===== config.mk =====
export PLATFORM = sky130hd
export DESIGN_NAME = darAddRound
export DESIGN_NICKNAME = d
export VERILOG_FILES = /design/src/rtl/dar_pkg.sv /design/src/rtl/darInjectRow.sv /design/src/rtl/darDualAdder.sv /design/src/rtl/darCtl.sv /design/src/rtl/darPath.sv /design/src/rtl/darAddRound.sv
export SDC_FILE = /design/constraint.sdc
export NUM_CORES = 1
export LEC_CHECK = 0
export ABC_AREA = 1
export BUFFER_PORTS_ARGS = -buffer_cell sky130_fd_sc_hd__buf_4
export CAP_MARGIN = 20
export CORE_ASPECT_RATIO = 1.2
export CORE_UTILIZATION = 57
export DETAILED_ROUTE_END_ITERATION = 6
export PLACE_DENSITY_LB_ADDON = 0.2
export SLEW_MARGIN = 20
export SYNTH_ARGS = -nofsm -noshare
export SYNTH_HDL_FRONTEND = slang
export SYNTH_SLANG_ARGS = --single-unit

===== constraint.sdc =====
create_clock -name clk -period 0.8 [get_ports clk]
set_clock_uncertainty 0.05 [all_clocks]
set_input_delay 0.24 -clock clk [delete_from_list [all_inputs] [get_ports clk]]
set_output_delay 0.24 -clock clk [all_outputs]
set_load 0.02 [all_outputs]

===== src/rtl/dar_pkg.sv =====
package dar_pkg;

  // Strobes from the control half to the datapath half.
  typedef struct packed {
    logic load;     // capture a new rounded result this cycle
    logic roundUp;  // select the incremented total
  } darStrobe_t;

  localparam int unsigned LOW_CARRY_W = 2;

endpackage


===== src/rtl/darInjectRow.sv =====
// One 3:2 compression row that folds the low-order carries and the
// two's-complement completion bit into the redundant upper pair.
module darInjectRow #(
  parameter int unsigned SIG_W = 53
) (
  input  logic [SIG_W-1:0] sumIn,
  input  logic [SIG_W-1:0] carryIn,
  input  logic [1:0]       incr,
  output logic [SIG_W:0]   sumOut,
  output logic [SIG_W:0]   carryOut
);

  logic [SIG_W-1:0] third;

  genvar i;
  generate
    for (i = 0; i < SIG_W; i++) begin : g_bit
      if (i < 2) begin : g_inj
        assign third[i] = incr[i];
      end else begin : g_zero
        assign third[i] = 1'b0;
      end
      assign sumOut[i]     = sumIn[i] ^ carryIn[i] ^ third[i];
      assign carryOut[i+1] = (sumIn[i] & carryIn[i]) | (sumIn[i] & third[i]) |
                             (carryIn[i] & third[i]);
    end
  endgenerate

  assign sumOut[SIG_W] = 1'b0;
  assign carryOut[0]   = 1'b0;

endmodule


===== src/rtl/darDualAdder.sv =====
// Parallel-prefix adder returning a+b and a+b+1 from one carry network.
module darDualAdder #(
  parameter int unsigned N = 54
) (
  input  logic [N-1:0] opA,
  input  logic [N-1:0] opB,
  output logic [N-1:0] total,
  output logic [N-1:0] totalInc
);

  localparam int unsigned LVLS = (N > 1) ? $clog2(N) : 1;

  logic [LVLS:0][N-1:0] grpG;
  logic [LVLS:0][N-1:0] grpP;
  logic [N-1:0]         bitP;
  logic [N-1:0]         cyPlain;
  logic [N-1:0]         cyInc;

  assign bitP    = opA ^ opB;
  assign grpG[0] = opA & opB;
  assign grpP[0] = bitP;

  genvar lv, i;
  generate
    for (lv = 0; lv < LVLS; lv++) begin : g_lvl
      for (i = 0; i < N; i++) begin : g_node
        if (i >= (1 << lv)) begin : g_merge
          assign grpG[lv+1][i] = grpG[lv][i] | (grpP[lv][i] & grpG[lv][i-(1<<lv)]);
          assign grpP[lv+1][i] = grpP[lv][i] & grpP[lv][i-(1<<lv)];
        end else begin : g_pass
          assign grpG[lv+1][i] = grpG[lv][i];
          assign grpP[lv+1][i] = grpP[lv][i];
        end
      end
    end

    for (i = 0; i < N; i++) begin : g_carry
      if (i == 0) begin : g_lsb
        assign cyPlain[i] = 1'b0;
        assign cyInc[i]   = 1'b1;
      end else begin : g_upper
        assign cyPlain[i] = grpG[LVLS][i-1];
        assign cyInc[i]   = grpG[LVLS][i-1] | grpP[LVLS][i-1];
      end
    end
  endgenerate

  assign total    = bitP ^ cyPlain;
  assign totalInc = bitP ^ cyInc;

endmodule


===== src/rtl/darCtl.sv =====
// Control half: rounding decision and the valid pipeline.
module darCtl
  import dar_pkg::*;
(
  input  logic       clk,
  input  logic       rstN,
  input  logic       inValid,
  input  logic       inGuard,
  input  logic       inRound,
  input  logic       inSticky,
  input  logic       lsbPre,
  output darStrobe_t strobe,
  output logic       outValid
);

  always_comb begin
    strobe.load    = inValid;
    strobe.roundUp = inGuard & (inRound | inSticky | lsbPre);
  end

  always_ff @(posedge clk or negedge rstN) begin
    if (!rstN) outValid <= 1'b0;
    else       outValid <= inValid;
  end

  // valid follows the input valid by exactly one cycle
  a_r8_valid_follows: assert property (@(posedge clk) disable iff (!rstN)
    inValid |=> outValid);
  a_r8_idle_follows: assert property (@(posedge clk) disable iff (!rstN)
    !inValid |=> !outValid);

endmodule


===== src/rtl/darPath.sv =====
// Datapath half: carry injection, dual adder, selection and result register.
module darPath
  import dar_pkg::*;
#(
  parameter int unsigned SIG_W = 53
) (
  input  logic                   clk,
  input  logic                   rstN,
  input  darStrobe_t             strobe,
  input  logic [SIG_W-1:0]       sumIn,
  input  logic [SIG_W-1:0]       carryIn,
  input  logic [LOW_CARRY_W-1:0] lowCarry,
  input  logic                   complete,
  output logic                   lsbPre,
  output logic [SIG_W-1:0]       rndSig,
  output logic                   rndCarry
);

  localparam int unsigned ADD_W = SIG_W + 1;

  logic [1:0]       incr;
  logic [ADD_W-1:0] rowSum;
  logic [ADD_W-1:0] rowCarry;
  logic [ADD_W-1:0] total;
  logic [ADD_W-1:0] totalInc;
  logic [ADD_W-1:0] picked;

  assign incr = lowCarry + {1'b0, complete};

  darInjectRow #(.SIG_W(SIG_W)) uRow (
    .sumIn   (sumIn),
    .carryIn (carryIn),
    .incr    (incr),
    .sumOut  (rowSum),
    .carryOut(rowCarry)
  );

  darDualAdder #(.N(ADD_W)) uAdd (
    .opA     (rowSum),
    .opB     (rowCarry),
    .total   (total),
    .totalInc(totalInc)
  );

  // The carry row has a zero LSB, so the total's LSB is known early.
  assign lsbPre = rowSum[0];
  assign picked = strobe.roundUp ? totalInc : total;

  always_ff @(posedge clk or negedge rstN) begin
    if (!rstN) begin
      rndSig   <= '0;
      rndCarry <= 1'b0;
    end else if (strobe.load) begin
      rndSig   <= picked[SIG_W-1:0];
      rndCarry <= picked[SIG_W];
    end
  end

  // the dual adder's two outputs are one unit apart
  a_r1_pair_step: assert property (@(posedge clk) disable iff (!rstN)
    strobe.load |-> (totalInc == ADD_W'(total + 1'b1)));
  // compression row plus adder reproduce the plain sum with injections
  a_r3_inject_total: assert property (@(posedge clk) disable iff (!rstN)
    strobe.load |-> (total == ADD_W'({1'b0, sumIn} + {1'b0, carryIn} +
                                      ADD_W'(lowCarry) + ADD_W'(complete))));
  // the early LSB matches the LSB of the carry-propagated total
  a_r4_early_lsb: assert property (@(posedge clk) disable iff (!rstN)
    strobe.load |-> (lsbPre == total[0]));
  // never more than two carries from below
  a_r2_low_range: assert property (@(posedge clk) disable iff (!rstN)
    strobe.load |-> (lowCarry != 2'd3));
  // result held while no new operand arrives
  a_r9_hold: assert property (@(posedge clk) disable iff (!rstN)
    !strobe.load |=> ($stable(rndSig) && $stable(rndCarry)));

endmodule


===== src/rtl/darAddRound.sv =====
// Thin top: combined add-and-round of a normalized redundant significand.
module darAddRound
  import dar_pkg::*;
#(
  parameter int unsigned SIG_W = 53
) (
  input  logic             clk,
  input  logic             rstN,
  input  logic             inValid,
  input  logic [SIG_W-1:0] inSum,
  input  logic [SIG_W-1:0] inCarry,
  input  logic [1:0]       inLowCarry,
  input  logic             inComplete,
  input  logic             inGuard,
  input  logic             inRound,
  input  logic             inSticky,
  output logic             outValid,
  output logic [SIG_W-1:0] outSig,
  output logic             outCarry
);

  darStrobe_t strobe;
  logic       lsbPre;

  darCtl uCtl (
    .clk     (clk),
    .rstN    (rstN),
    .inValid (inValid),
    .inGuard (inGuard),
    .inRound (inRound),
    .inSticky(inSticky),
    .lsbPre  (lsbPre),
    .strobe  (strobe),
    .outValid(outValid)
  );

  darPath #(.SIG_W(SIG_W)) uPath (
    .clk     (clk),
    .rstN    (rstN),
    .strobe  (strobe),
    .sumIn   (inSum),
    .carryIn (inCarry),
    .lowCarry(inLowCarry),
    .complete(inComplete),
    .lsbPre  (lsbPre),
    .rndSig  (outSig),
    .rndCarry(outCarry)
  );

  // a tie always lands on an even result
  a_r6_tie_even: assert property (@(posedge clk) disable iff (!rstN)
    (inValid && inGuard && !inRound && !inSticky) |=> !outSig[0]);
  // without a guard bit, no rounding happens, so a zero total stays zero
  a_r5_no_guard_zero: assert property (@(posedge clk) disable iff (!rstN)
    (inValid && !inGuard && inSum == '0 && inCarry == '0 && inLowCarry == 2'd0
     && !inComplete) |=> (outSig == '0 && !outCarry));

endmodule


==> out/qor.tcl, run 1 <==
set qor(chipHeight_microns) 129.0
set qor(synthMuxAreaShare) 0
set qor(synth_compound_gate_area_share) 0.08298
set qor(num_io_pins) 170
set qor(clock_path_buffers) 2
set qor(clock_buffers_created_by_tritoncts) 5
set qor(xor_and_xnor_fraction_of_the_mapped_netlist_area) 0.02859
set qor(port_buffers) 169
set qor(synth_fa_ha_area_frac) 0.1820
set qor(ys_async_sr_fraction) 1.000
set qor(stop_stage) {5_1_grt}
set qor(grt_max_degree) 45
set qor(htreeDepth) 2
set qor(yosys_warnings) 0
set qor(syn_nets) 1500
set qor(die_x_microns) 107.8
set qor(stop_error) {[ERROR GRT-0232] Routing congestion too high. Check the congestion heatmap in the GUI.}
set qor(placedCellCount) 1756
set qor(gr-usage-all-layers) 0.7268
set qor(synthSimpleGateAreaFrac) 0.4025
set qor(postSynthAreaPerCell_sq_um) 6.003
set qor(tritoncts_num_sinks) 55
set qor(worst_endpoint_kind) {register data pin}
set qor(syn_inst) 1276
set qor(postSynthRegisterBits) 55
set qor(clockRootBuffer) {sky130_fd_sc_hd__clkbuf_16}
set qor(synth_seq_area_share) 0.1797
set qor(synth_unique_cells) 34
set qor(detailedPlacementHpwl_mm) 23.96
set qor(edff_count_synth) 0
set qor(synthesis.area_sq_mm) 0.007660
set qor(synth_top_family_by_area) {simple AND/OR/NAND/NOR gates}
set qor(synth_ff_type) {sky130_fd_sc_hd__dfrtp_1}
set qor(gp_congestion) 0.9629
set qor(initial_core_util) 0.5812
set qor(grt_repair_worst_endpoint) {uPath.rndSig[29]$_DFFE_PN0P_/D}
set qor(global_route.overflow_total) 4
set qor(result_of_the_run) {aborted with a tool error}
set qor(placement_rows) 46
## per-stage QoR
step                cell area [sq um]  setup WS (ps)
detailed placement              10440          -2176
CTS                             11370          -1729
global placement                10440          -2087
floorplan                        7795          -1892
## kinds of logic after synthesis
logic type	count (synthesis)
compound gates	113
xor+xnor	25
fa+ha+maj	109
buf+inv	253
flops	55
simple gates	721
## Yosys cell counts (2+ instances only)
cell type                  instances  area, sq um
sky130_fd_sc_hd__a21oi_1          47        235.2
sky130_fd_sc_hd__nand2_2          17        106.4
sky130_fd_sc_hd__o21bai_1         10        75.07
sky130_fd_sc_hd__nor4_1            2        12.51
sky130_fd_sc_hd__buf_2             2        10.01
sky130_fd_sc_hd__or2_1             3        18.77
sky130_fd_sc_hd__nor2_2           15        93.84
sky130_fd_sc_hd__a21oi_2           4        35.03
sky130_fd_sc_hd__inv_2             6        22.52
sky130_fd_sc_hd__dfrtp_1          55         1376
sky130_fd_sc_hd__o21ai_0          29        145.1
sky130_fd_sc_hd__inv_1           235        882.1
sky130_fd_sc_hd__nand3_1          63        315.3
sky130_fd_sc_hd__nand3b_1         11        82.58
sky130_fd_sc_hd__o21ai_1          14        70.07
sky130_fd_sc_hd__clkbuf_1         10        37.54
sky130_fd_sc_hd__o21ai_2           2        17.52
sky130_fd_sc_hd__nor2_4           10        112.6
sky130_fd_sc_hd__xor2_1            6        52.55
sky130_fd_sc_hd__o21a_1            2        15.01
sky130_fd_sc_hd__nand3_2           6        60.06
sky130_fd_sc_hd__ha_1            105         1314
sky130_fd_sc_hd__nor3_1            5        25.02
sky130_fd_sc_hd__nand4_1          17        106.4
sky130_fd_sc_hd__nor2_1           90        337.8
sky130_fd_sc_hd__nand2_1         481         1805
sky130_fd_sc_hd__xnor2_1          19        166.4
sky130_fd_sc_hd__fa_1              4        80.08
## layer usage
metal	overflow	track usage
met3	0	0.5289
met1	0	0.7174
met5	0	0.1536
met4	1	0.7687
met2	3	0.9265
## what timing repair did
item                                    CTS
hold buffers                              1
resized for setup                       144
hold endpoints to repair                 55
setup buffers                            22
pin swaps                                51
endpoints found under the setup margin  109
==> run 2, diff against run 1 <==
--- a/config.mk
+++ b/config.mk
@@ -8,10 +8,9 @@
 export ABC_AREA = 1
 export BUFFER_PORTS_ARGS = -buffer_cell sky130_fd_sc_hd__buf_4
 export CAP_MARGIN = 20
-export CORE_ASPECT_RATIO = 1.2
-export CORE_UTILIZATION = 57
+export CORE_UTILIZATION = 40
 export DETAILED_ROUTE_END_ITERATION = 6
-export PLACE_DENSITY_LB_ADDON = 0.2
+export PLACE_DENSITY_LB_ADDON = 0.15
 export SLEW_MARGIN = 20
 export SYNTH_ARGS = -nofsm -noshare
 export SYNTH_HDL_FRONTEND = slang
==> run 2 against run 1 <==
Net effect:
- the flow now finishes, with violations (negative setup slack)
- synthesized area stayed put
- synthesized cell count stayed put
==> out/qor.tcl, run 2 <==
set qor(result_of_the_run) {finished with violations}
set qor(failed_checks) {negative setup slack}
set qor(most-common-layout-cells) {443 x sky130_fd_sc_hd__nand2_1, 310 x sky130_fd_sc_hd__buf_4, 227 x sky130_fd_sc_hd__inv_1, 102 x sky130_fd_sc_hd__ha_1, 85 x sky130_fd_sc_hd__nor2_1}
set qor(core_region_area_sq_mm) 0.01877
set qor(final_non_filler_cell_total) 1899
set qor(global_route.overflow_total) 0
set qor(finalHoldViolations) 0
set qor(wire_length_of_the_first_global_routing_pass_mm) 45.27
set qor(first_iter_violations) 484
set qor(critical_path_required_ps) 970
set qor(route.detailed.vias_per_inst) 4.761
set qor(synthesis.area_sq_mm) 0.007660
set qor(clock_buffers_created_by_tritoncts) 5
set qor(area_of_the_die_sq_mm) 0.01971
set qor(synth_unique_cells) 34
set qor(synthTopCellsByArea) {sky130_fd_sc_hd__nand2_1 24%, sky130_fd_sc_hd__dfrtp_1 18%, sky130_fd_sc_hd__ha_1 17%, sky130_fd_sc_hd__inv_1 12%, sky130_fd_sc_hd__nor2_1 4.4%}
set qor(drt-total-wl_mm) 29.04
set qor(num_io_pins) 170
set qor(synth.cells.most_frequent) {481 x sky130_fd_sc_hd__nand2_1, 235 x sky130_fd_sc_hd__inv_1, 105 x sky130_fd_sc_hd__ha_1, 90 x sky130_fd_sc_hd__nor2_1, 63 x sky130_fd_sc_hd__nand3_1}
set qor(worst_pin_slew_ps) 481.6
set qor(timing.critical_path.from) {inLowCarry[0]}
set qor(power.static_leakage_nw) 6.931
set qor(worst_hold_path_type) {primary input to flip-flop}
set qor(power-per-cell-area_mw_per_mm2) 1496
set qor(drcViolationCount) 0
set qor(place_ws_ps) -2104
set qor(cts_tree) {done}
set qor(num-nets-final) 1888
set qor(setup_viol_count_final) 109
set qor(syn_inst) 1276
set qor(gp_congestion) 0.9129
set qor(synth_area_leader_cell) {sky130_fd_sc_hd__nand2_1}
set qor(timing.critical_path.fanout_max) 4
set qor(wl_per_cell_microns) 15.29
set qor(stdcell_area_sq_mm) 0.01199
set qor(postSynthRegisterBits) 55
set qor(worst_hold_startpoint) {inValid}
set qor(port_buffers) 169
set qor(detailedPlacementHpwl_mm) 24.62
set qor(postPlaceCellArea_sq_mm) 0.01088
set qor(largest_reg_flops) 53
set qor(postSynthAreaPerCell_sq_um) 6.003
set qor(yosysMostFrequentCell) {sky130_fd_sc_hd__nand2_1}
set qor(clkSlewWorstSetupHoldPaths_ps) 90
set qor(synth_ff_type) {sky130_fd_sc_hd__dfrtp_1}
set qor(max-vdd-ir-drop_mv) 1.160
set qor(initial_core_util) 0.4081
set qor(die_x_microns) 140.4
set qor(antenna_cells) 0
set qor(layout.cells.most_common) {sky130_fd_sc_hd__nand2_1}
set qor(grt_pass1_vias) 8882
set qor(htreeDepth) 2
set qor(timing.max_cap.violations) 0
set qor(ys_async_sr_fraction) 1.000
set qor(clock_path_buffers) 2
set qor(grt_max_degree) 30
set qor(finalHoldWorstSlack_ps) 224.2
set qor(synthToLayoutAreaGrowth_pct) 56.47
set qor(chipHeight_microns) 140.4
set qor(worst-endpoint-arrival_ps) 2680
set qor(registers.top_by_ff_count) {uPath.rndSig}
set qor(finish.utilization) 0.6386
set qor(timing.final.max_slew_violations) 0
set qor(ant_nets) 0
set qor(yosys_warnings) 0
set qor(fin_tns_setup_ps) -104360
set qor(reg.largest.list) {uPath.rndSig: 53 flops, uCtl.outValid: 1 flops, uPath.rndCarry: 1 flops}
set qor(tritoncts_num_sinks) 55
set qor(reg2reg_from) {uPath.rndSig[38]}
set qor(final_min_period_over_clock_period) 3.137
set qor(post-route-min-period_ps) 2510
set qor(grt_setup_unrepaired) {true}
set qor(worstSetupStartpointType) {primary input}
set qor(final_critical_path_setup_slack_ps) -1710
set qor(syn_nets) 1500
set qor(worstSkewPairLatency_ps) 320
set qor(placedCellCount) 1860
set qor(worst_setup_path_category) {primary input to flip-flop}
set qor(vias) 9041
set qor(fmaxAchievable_mhz) 398.5
set qor(grt_antenna_before_repair) 0
set qor(detail_route.first_pass.iterations) 5
set qor(clockRootBuffer) {sky130_fd_sc_hd__clkbuf_16}
set qor(edff_count_synth) 0
set qor(gr-usage-all-layers) 0.3005
set qor(placement_rows) 50
set qor(critical_path.endpoint_type) {flip-flop}
set qor(layout-drive-gt1-share) 0.3375
set qor(synth_top_cell_area_share) 0.2357
set qor(total_power_mw) 17.93
set qor(worst_slew_margin_rel) 0.6756
set qor(synth_seq_area_share) 0.1797
run 2: cell counts after synthesis:
No cell type changed its count.
run 2: layout make-up:
class                           count  area (sq um)
Clock inverter                      3         23.77
Inverter                          241         907.1
Fill cell                        1787          6783
Sequential cell                    55          1379
Multi-Input combinational cell    968          5909
Clock buffer                        5         125.1
Timing Repair Buffer              393          3348
Tap cell                          234         292.8
run 2: kinds of logic (layout without fill, tap and decap cells):
group,Yosys count,in the layout,synth area share
AND/OR/NAND/NOR,721,721,0.4025
XOR/XNOR,25,25,0.02859
buffers and inverters,253,642,0.1243
adder cells (fa/ha/maj),109,109,0.1820
AO/OA/AOI/OAI,113,113,0.08298
flip-flops,55,55,0.1797
run 2: worst paths after layout:
kind / endpoint / slack, ps / cells past startpoint
max in group asynchronous: uPath.rndSig[49] / 110 / 3
hold reg to reg: uPath.rndSig[44] / 450 / 2
hold / removal: uCtl.outValid / 220 / 2
setup reg to reg: uPath.rndSig[38] / -120 / 4
min in group asynchronous: uPath.rndSig[17] / 350 / 3
setup / recovery: uPath.rndSig[23] / -1710 / 15
run 2: critical path, cell delays in order:
cell and delay (ps):
sky130_fd_sc_hd__buf_6 100, sky130_fd_sc_hd__ha_4 160, sky130_fd_sc_hd__xnor2_4 120, sky130_fd_sc_hd__fa_1 540, sky130_fd_sc_hd__inv_2 50, sky130_fd_sc_hd__ha_4 160
sky130_fd_sc_hd__fa_2 410, sky130_fd_sc_hd__buf_4 170, sky130_fd_sc_hd__nor2_4 120, sky130_fd_sc_hd__o21ai_2 90, sky130_fd_sc_hd__nand2_1 80, sky130_fd_sc_hd__nand3_2 110
sky130_fd_sc_hd__or2_1 220, sky130_fd_sc_hd__nand3_1 70, sky130_fd_sc_hd__nand2_1 50
run 2: report_power, final:
| group | switching, mW | leakage [nW] | internal, mW |
|---|---|---|---|
| Sequential | 0.533 | 0.663 | 3.41 |
| Combinational | 5.89 | 6.20 | 5.56 |
| Clock | 1.35 | 0.0664 | 1.18 |
| Total | 7.78 | 6.93 | 10.2 |
run 2: layer usage:
layer | vias up | GRT usage | share of wire
met4 | 0 | 0.08618 | 0.026
met2 | 239 | 0.4895 | 0.44
li1 | 4729 | - | -
met5 | - | 0 | 0
met1 | 4042 | 0.4166 | 0.48
met3 | 31 | 0.03419 | 0.054
run 2: repair_timing:
item	4_1_cts	5_1_grt
endpoints found under the hold margin	55	0
hold buffers	1	0
setup endpoints to repair	109	109
buffers inserted	21	15
gates resized for setup	132	42
pin swaps	43	38
No activity file was read; power rests on OpenSTA's default activity.
==> run 3, diff against run 2 <==
--- a/config.mk
+++ b/config.mk
@@ -5,7 +5,6 @@
 export SDC_FILE = /design/constraint.sdc
 export NUM_CORES = 1
 export LEC_CHECK = 0
-export ABC_AREA = 1
 export BUFFER_PORTS_ARGS = -buffer_cell sky130_fd_sc_hd__buf_4
 export CAP_MARGIN = 20
 export CORE_UTILIZATION = 40
==> run 3 against run 2 <==
Net effect:
- cell count decreased by 28%
- the flow still finishes with violations (negative setup slack)
- worst setup slack got worse by 660 ps
- die area decreased by 18%
==> out/qor.tcl, run 3 <==
set qor(fmaxAchievable_mhz) 315.3
set qor(clkSlewWorstSetupHoldPaths_ps) 90
set qor(reg.largest.list) {uPath.rndSig: 53 flops, uCtl.outValid: 1 flops, uPath.rndCarry: 1 flops}
set qor(crit_path_top_delay_cell) {sky130_fd_sc_hd__a2111oi_2}
set qor(gr-usage-all-layers) 0.2885
set qor(result_of_the_run) {finished with violations}
set qor(finalHoldWorstSlack_ps) 235.1
set qor(ant_nets) 0
set qor(worst_slew_margin_rel) 0.3820
set qor(clock_buffers_created_by_tritoncts) 5
set qor(fill_cell_count) 1171
set qor(worstSkewPairLatency_ps) 310
set qor(grt_pass1_vias) 7599
set qor(drt-total-wl_mm) 23.34
set qor(cts_tree) {done}
set qor(wire_length_of_the_first_global_routing_pass_mm) 37.00
set qor(synthesis.area_sq_mm) 0.006281
set qor(timing.final.max_slew_violations) 0
set qor(global_route.overflow_total) 0
set qor(synth_ff_type) {sky130_fd_sc_hd__dfrtp_1}
set qor(clock_path_buffers) 2
set qor(max-vdd-ir-drop_mv) 1.344
set qor(detailedPlacementHpwl_mm) 18.35
set qor(worst_setup_path_category) {primary input to flip-flop}
set qor(initial_core_util) 0.4116
set qor(htreeDepth) 2
set qor(final_critical_path_setup_slack_ps) -2372
set qor(chipHeight_microns) 127.3
set qor(layout.cells.most_common) {sky130_fd_sc_hd__buf_4}
set qor(largest_reg_flops) 53
set qor(port_buffers) 169
set qor(postSynthAreaPerCell_sq_um) 8.581
set qor(synth_unique_cells) 71
set qor(drcViolationCount) 0
set qor(grt_setup_unrepaired) {true}
set qor(edff_count_synth) 0
set qor(yosysMostFrequentCell) {sky130_fd_sc_hd__ha_1}
set qor(synth_top_cell_area_share) 0.2191
set qor(detail_route.first_pass.iterations) 5
set qor(failed_checks) {negative setup slack}
set qor(grt_max_degree) 24
set qor(worstSetupStartpointType) {primary input}
set qor(syn_nets) 956
set qor(die_x_microns) 127.3
set qor(synth.cells.most_frequent) {105 x sky130_fd_sc_hd__ha_1, 70 x sky130_fd_sc_hd__a21oi_1, 65 x sky130_fd_sc_hd__nand2_1, 55 x sky130_fd_sc_hd__dfrtp_1, 39 x sky130_fd_sc_hd__nor2_1}
set qor(power-per-cell-area_mw_per_mm2) 1775
set qor(postSynthRegisterBits) 55
set qor(worst-endpoint-arrival_ps) 3310
set qor(wl_per_cell_microns) 16.99
set qor(setup_viol_count_final) 109
set qor(post-route-min-period_ps) 3172
set qor(layout-drive-gt1-share) 0.5116
set qor(clockRootBuffer) {sky130_fd_sc_hd__clkbuf_16}
set qor(registers.top_by_ff_count) {uPath.rndSig}
set qor(syn_inst) 732
set qor(finalHoldViolations) 0
set qor(num-nets-final) 1386
set qor(core_region_area_sq_mm) 0.01526
set qor(synthToLayoutAreaGrowth_pct) 75.58
set qor(grt_antenna_before_repair) 0
set qor(max_stage_delay_ps) 500
set qor(synthTopCellsByArea) {sky130_fd_sc_hd__dfrtp_1 22%, sky130_fd_sc_hd__ha_1 21%, sky130_fd_sc_hd__a21oi_1 5.6%, sky130_fd_sc_hd__mux2_2 4.8%, sky130_fd_sc_hd__nand2_1 3.9%}
set qor(synth_area_leader_cell) {sky130_fd_sc_hd__dfrtp_1}
set qor(timing.max_cap.violations) 0
set qor(worst_pin_slew_ps) 917.4
set qor(cell_family_with_the_largest_share_of_critical_path_delay) {compound AO/OA/AOI/OAI gates}
set qor(vias) 7349
set qor(ys_async_sr_fraction) 1.000
set qor(yosys_warnings) 0
set qor(critical_path.endpoint_type) {flip-flop}
set qor(critical_path.cell_chain) {buf_4 -> ha_1 -> ha_1 -> a21oi_1 -> a21boi_0 -> o21ai_0 -> a2111oi_2 -> buf_4 -> nand3_1 -> a211oi_2 -> nor3_1 -> or3b_1}
set qor(num_io_pins) 170
set qor(route.detailed.vias_per_inst) 5.349
set qor(most-common-layout-cells) {378 x sky130_fd_sc_hd__buf_4, 100 x sky130_fd_sc_hd__ha_1, 78 x sky130_fd_sc_hd__buf_6, 60 x sky130_fd_sc_hd__nand2_1, 58 x sky130_fd_sc_hd__a21oi_1}
set qor(cp.buffers_inverters) 2
set qor(first_iter_violations) 439
set qor(placement_rows) 45
set qor(critical_path_required_ps) 940
set qor(timing.critical_path.fanout_max) 4
set qor(finish.utilization) 0.7228
set qor(antenna_cells) 0
set qor(final_min_period_over_clock_period) 3.964
set qor(worst_hold_path_type) {primary input to async pin}
set qor(gp_congestion) 0.9087
set qor(area_of_the_die_sq_mm) 0.01621
set qor(power.static_leakage_nw) 5.484
set qor(synth_seq_area_share) 0.2191
set qor(tritoncts_num_sinks) 55
run 3: cell types whose count changed after synthesis, moves of 11 or more:
| cell | change |
|---|---|
| sky130_fd_sc_hd__nand2_1 | -416 |
| sky130_fd_sc_hd__inv_1 | -214 |
| sky130_fd_sc_hd__nor2_1 | -51 |
| sky130_fd_sc_hd__nand3_1 | -47 |
| sky130_fd_sc_hd__a21o_1 | +29 |
| sky130_fd_sc_hd__mux2_2 | +27 |
| sky130_fd_sc_hd__a21oi_1 | +23 |
| sky130_fd_sc_hd__clkbuf_1 | +23 |
| sky130_fd_sc_hd__nand2_2 | -17 |
| sky130_fd_sc_hd__nor2_2 | -14 |
| sky130_fd_sc_hd__o21ai_1 | -13 |
| sky130_fd_sc_hd__a211oi_1 | +11 |
run 3: power by group:
| part | total, mW | internal (mW) | switching (mW) |
|---|---|---|---|
| logic | 12.3 | 6.67 | 5.60 |
| registers | 4.22 | 3.56 | 0.657 |
| clock network | 3.08 | 1.80 | 1.28 |
| total | 19.6 | 12.0 | 7.54 |
run 3: per-stage QoR:
step	instances	setup TNS, ps	worst slack [ps]	power [mW]	instance area, sq um
2_1_floorplan	732	-104950	-2377	9.203	6454
5_1_grt	1374	-136700	-2477	20.66	11030
4_1_cts	1361	-127720	-2303	19.04	10760
6_report	1374	-129850	-2372	19.57	11030
3_3_place_gp	1319	-125140	-2631	14.09	9757
3_5_place_dp	1319	-128300	-2718	14.28	9757
run 3: cell families (layout without fill, tap and decap cells):
group                      after synthesis  count (layout)  share of synthesized area
adders and majority gates              109             109                     0.2219
xor gates and xnor gates                35              35                    0.04880
and+or+nand+nor                        216             216                     0.1755
AOI/OAI and AO/OA                      227             227                     0.2452
muxes                                   29              29                    0.05159
DFF                                     55              55                     0.2191
buffers and inverters                   61             492                    0.03785
run 3: worst paths after layout:
path | startpoint | endpoint | slack (ps) | cells after the start
min in group clk | inValid | uCtl.outValid | 320 | 2
max in group asynchronous | rstN | uPath.rndSig[50] | 90 | 3
hold / removal | rstN | uPath.rndSig[24] | 240 | 2
setup / recovery | inSum[24] | uPath.rndSig[45] | -2370 | 12
setup reg to reg | uPath.rndSig[45] | uPath.rndSig[45] | -390 | 3
hold reg to reg | uPath.rndSig[30] | uPath.rndSig[30] | 470 | 2
run 3: cell type report:
type / instances / area (sq um) / share of cell area
Inverter: 21 / 81.33 / 0.007375
Timing Repair Buffer: 463 / 3846 / 0.3488
Tap cell: 211 / 264.0 / 0.02394
Clock buffer: 5 / 125.1 / 0.01135
Multi-Input combinational cell: 616 / 5268 / 0.4776
Clock inverter: 3 / 67.56 / 0.006127
Sequential cell: 55 / 1376 / 0.1248
run 3: per-layer routing:
metal,global-route usage,part of all wire,vias up
li1,-,-,3604
met5,0,0,-
met2,0.5201,0.50,230
met3,0.03894,0.050,30
met4,0.06232,0.015,0
met1,0.3648,0.44,3485
run 3: repair_timing:
| item | in CTS | in global routing |
|---|---|---|
| cloned | 0 | 0 |
| resized for setup | 128 | 39 |
| endpoints found under the hold margin | 55 | 0 |
| hold buffers | 1 | 0 |
| setup endpoints to repair | 109 | 109 |
| buffers inserted | 33 | 19 |
| pin swaps | 25 | 33 |
==> run 4, diff against run 3 <==
--- a/config.mk
+++ b/config.mk
@@ -10,6 +10,7 @@
 export CORE_UTILIZATION = 40
 export DETAILED_ROUTE_END_ITERATION = 6
 export PLACE_DENSITY_LB_ADDON = 0.15
+export SKIP_CTS_REPAIR_TIMING = 1
 export SLEW_MARGIN = 20
 export SYNTH_ARGS = -nofsm -noshare
 export SYNTH_HDL_FRONTEND = slang
==> run 4 against run 3 <==
Net effect:
- the run still ends with negative setup slack left
- flip-flop and latch count unchanged
- power decreased by 1.7%
- hold slack improved by 2.1 ps
- highest routed layer unchanged
- design area decreased by 1.4%
- worst setup slack improved by 5.9 ps
- clock power about the same
- critical path type unchanged
- combinational power decreased by 3%
==> out/qor.tcl, run 4 (synthesized netlist as in run 3, its figures left out) <==
set qor(result_of_the_run) {finished with violations}
set qor(failed_checks) {negative setup slack}
set qor(port_buffers) 169
set qor(worst_pin_slew_ps) 883.5
set qor(first_iter_violations) 406
set qor(tritoncts_num_sinks) 55
set qor(chipHeight_microns) 127.3
set qor(critical_path_required_ps) 950
set qor(initial_core_util) 0.4116
set qor(drcViolationCount) 0
set qor(antenna_cells) 0
set qor(final_critical_path_setup_slack_ps) -2366
set qor(finalHoldWorstSlack_ps) 237.2
set qor(gp_congestion) 0.9087
set qor(clock_path_buffers) 2
set qor(worstSkewPairLatency_ps) 310
set qor(worst-endpoint-arrival_ps) 3310
set qor(grt_max_degree) 24
set qor(wl_per_cell_microns) 16.90
set qor(drt-total-wl_mm) 22.97
set qor(cts_tree) {done}
set qor(synthToLayoutAreaGrowth_pct) 73.13
set qor(power.static_leakage_nw) 5.397
set qor(grt.met1_usage) 0.3536
set qor(num_io_pins) 170
set qor(finalHoldViolations) 0
set qor(gr-max-usage-layer) {met2}
set qor(detail_route.first_pass.iterations) 4
set qor(ant_nets) 0
set qor(worstSetupStartpointType) {primary input}
set qor(setup_viol_count_final) 109
set qor(reg.largest.list) {uPath.rndSig: 53 flops, uCtl.outValid: 1 flops, uPath.rndCarry: 1 flops}
set qor(timing.max_cap.violations) 0
set qor(wire_length_of_the_first_global_routing_pass_mm) 35.33
set qor(power-per-cell-area_mw_per_mm2) 1768
set qor(clockRootBuffer) {sky130_fd_sc_hd__clkbuf_16}
set qor(gr-usage-all-layers) 0.2744
set qor(vias) 7273
set qor(num-nets-final) 1371
set qor(placement_rows) 45
set qor(post-route-min-period_ps) 3166
set qor(global_route.usage.met3) 0.03811
set qor(global_route.overflow_total) 0
set qor(timing.final.max_slew_violations) 0
set qor(die_x_microns) 127.3
set qor(grt_pass1_vias) 7252
set qor(grt_antenna_before_repair) 0
set qor(registers.top_by_ff_count) {uPath.rndSig}
set qor(core_region_area_sq_mm) 0.01526
set qor(worst_setup_path_category) {primary input to flip-flop}
set qor(final_min_period_over_clock_period) 3.957
set qor(largest_reg_flops) 53
set qor(timing.critical_path.fanout_max) 4
set qor(grt_setup_unrepaired) {true}
set qor(globalRouteMet2Util) 0.4851
set qor(layout.cells.most_common) {sky130_fd_sc_hd__buf_4}
set qor(max-vdd-ir-drop_mv) 1.303
set qor(critical_path.endpoint_type) {flip-flop}
set qor(area_of_the_die_sq_mm) 0.01621
set qor(layout-drive-gt1-share) 0.5000
set qor(worst_slew_margin_rel) 0.4048
set qor(most-common-layout-cells) {368 x sky130_fd_sc_hd__buf_4, 101 x sky130_fd_sc_hd__ha_1, 72 x sky130_fd_sc_hd__buf_6, 61 x sky130_fd_sc_hd__nand2_1, 58 x sky130_fd_sc_hd__a21oi_1}
set qor(htreeDepth) 2
set qor(fmaxAchievable_mhz) 315.9
set qor(clkSlewWorstSetupHoldPaths_ps) 90
set qor(fin_tns_setup_ps) -127800
set qor(reg2reg_slack_ps) -400
set qor(route.detailed.vias_per_inst) 5.352
set qor(worst_hold_path_type) {primary input to async pin}
set qor(clock_buffers_created_by_tritoncts) 5
set qor(detailedPlacementHpwl_mm) 18.35
-- run 4: changes by cell type in the layout (fill, tap and decap cells not counted), sizes merged --
cell	change
buf	-15
-- run 4: final timing paths --
kind	start	cells past startpoint	to
setup / recovery	inLowCarry[0]	15	uPath.rndSig[45]
hold / removal	rstN	2	uPath.rndSig[24]
setup reg to reg	uPath.rndSig[45]	3	uPath.rndSig[45]
hold reg to reg	uPath.rndSig[30]	2	uPath.rndSig[30]
max in group asynchronous	rstN	3	uPath.rndSig[7]
min in group clk	inValid	2	uCtl.outValid
-- run 4: power by group --
group / switching [mW] / leakage [nW] / internal (mW)
Combinational: 5.48 / 4.66 / 6.42
Sequential: 0.665 / 0.647 / 3.56
Clock: 1.30 / 0.0900 / 1.80
-- run 4: worst max-delay path: stages --
cell,delay [ps]
sky130_fd_sc_hd__buf_6,100
sky130_fd_sc_hd__ha_4,170
sky130_fd_sc_hd__xnor2_4,120
sky130_fd_sc_hd__fa_2,560
sky130_fd_sc_hd__inv_2,50
sky130_fd_sc_hd__ha_4,150
sky130_fd_sc_hd__fa_2,350
sky130_fd_sc_hd__nor3_2,140
sky130_fd_sc_hd__a211oi_2,110
sky130_fd_sc_hd__o2bb2ai_2,140
sky130_fd_sc_hd__o211ai_1,230
sky130_fd_sc_hd__nand3_1,170
sky130_fd_sc_hd__a211oi_2,360
sky130_fd_sc_hd__nor3_1,70
sky130_fd_sc_hd__or3b_1,350
-- run 4: through the flow --
stage / utilization / worst slack, ps / total power, mW / instance area (sq um) / cells
global placement: 0.6394 / -2631 / 14.09 / 9757 / 1319
CTS: 0.6521 / -2377 / 17.44 / 9950 / 1327
detailed placement: 0.6394 / -2718 / 14.28 / 9757 / 1319
global route: 0.7127 / -2492 / 20.29 / 10870 / 1359
finish: 0.7127 / -2366 / 19.23 / 10870 / 1359
floorplan: - / -2377 / 9.203 / 6454 / 732
-- run 4: cell type report --
class / count / area, sq um
multi-input cells: 616 / 5239
fillers: 1210 / 4384
repair buffers: 448 / 3724
flip-flops and latches: 55 / 1376
well taps: 211 / 264.0
clock buffers: 5 / 125.1
inverters: 21 / 78.83
clock inverters: 3 / 67.56
-- run 4: routing by layer --
metal / vias to the layer above / wire, microns
met4: 0 / 250
met3: 18 / 1141
met5: - / 0
met1: 3473 / 10060
met2: 206 / 11520
li1: 3576 / -
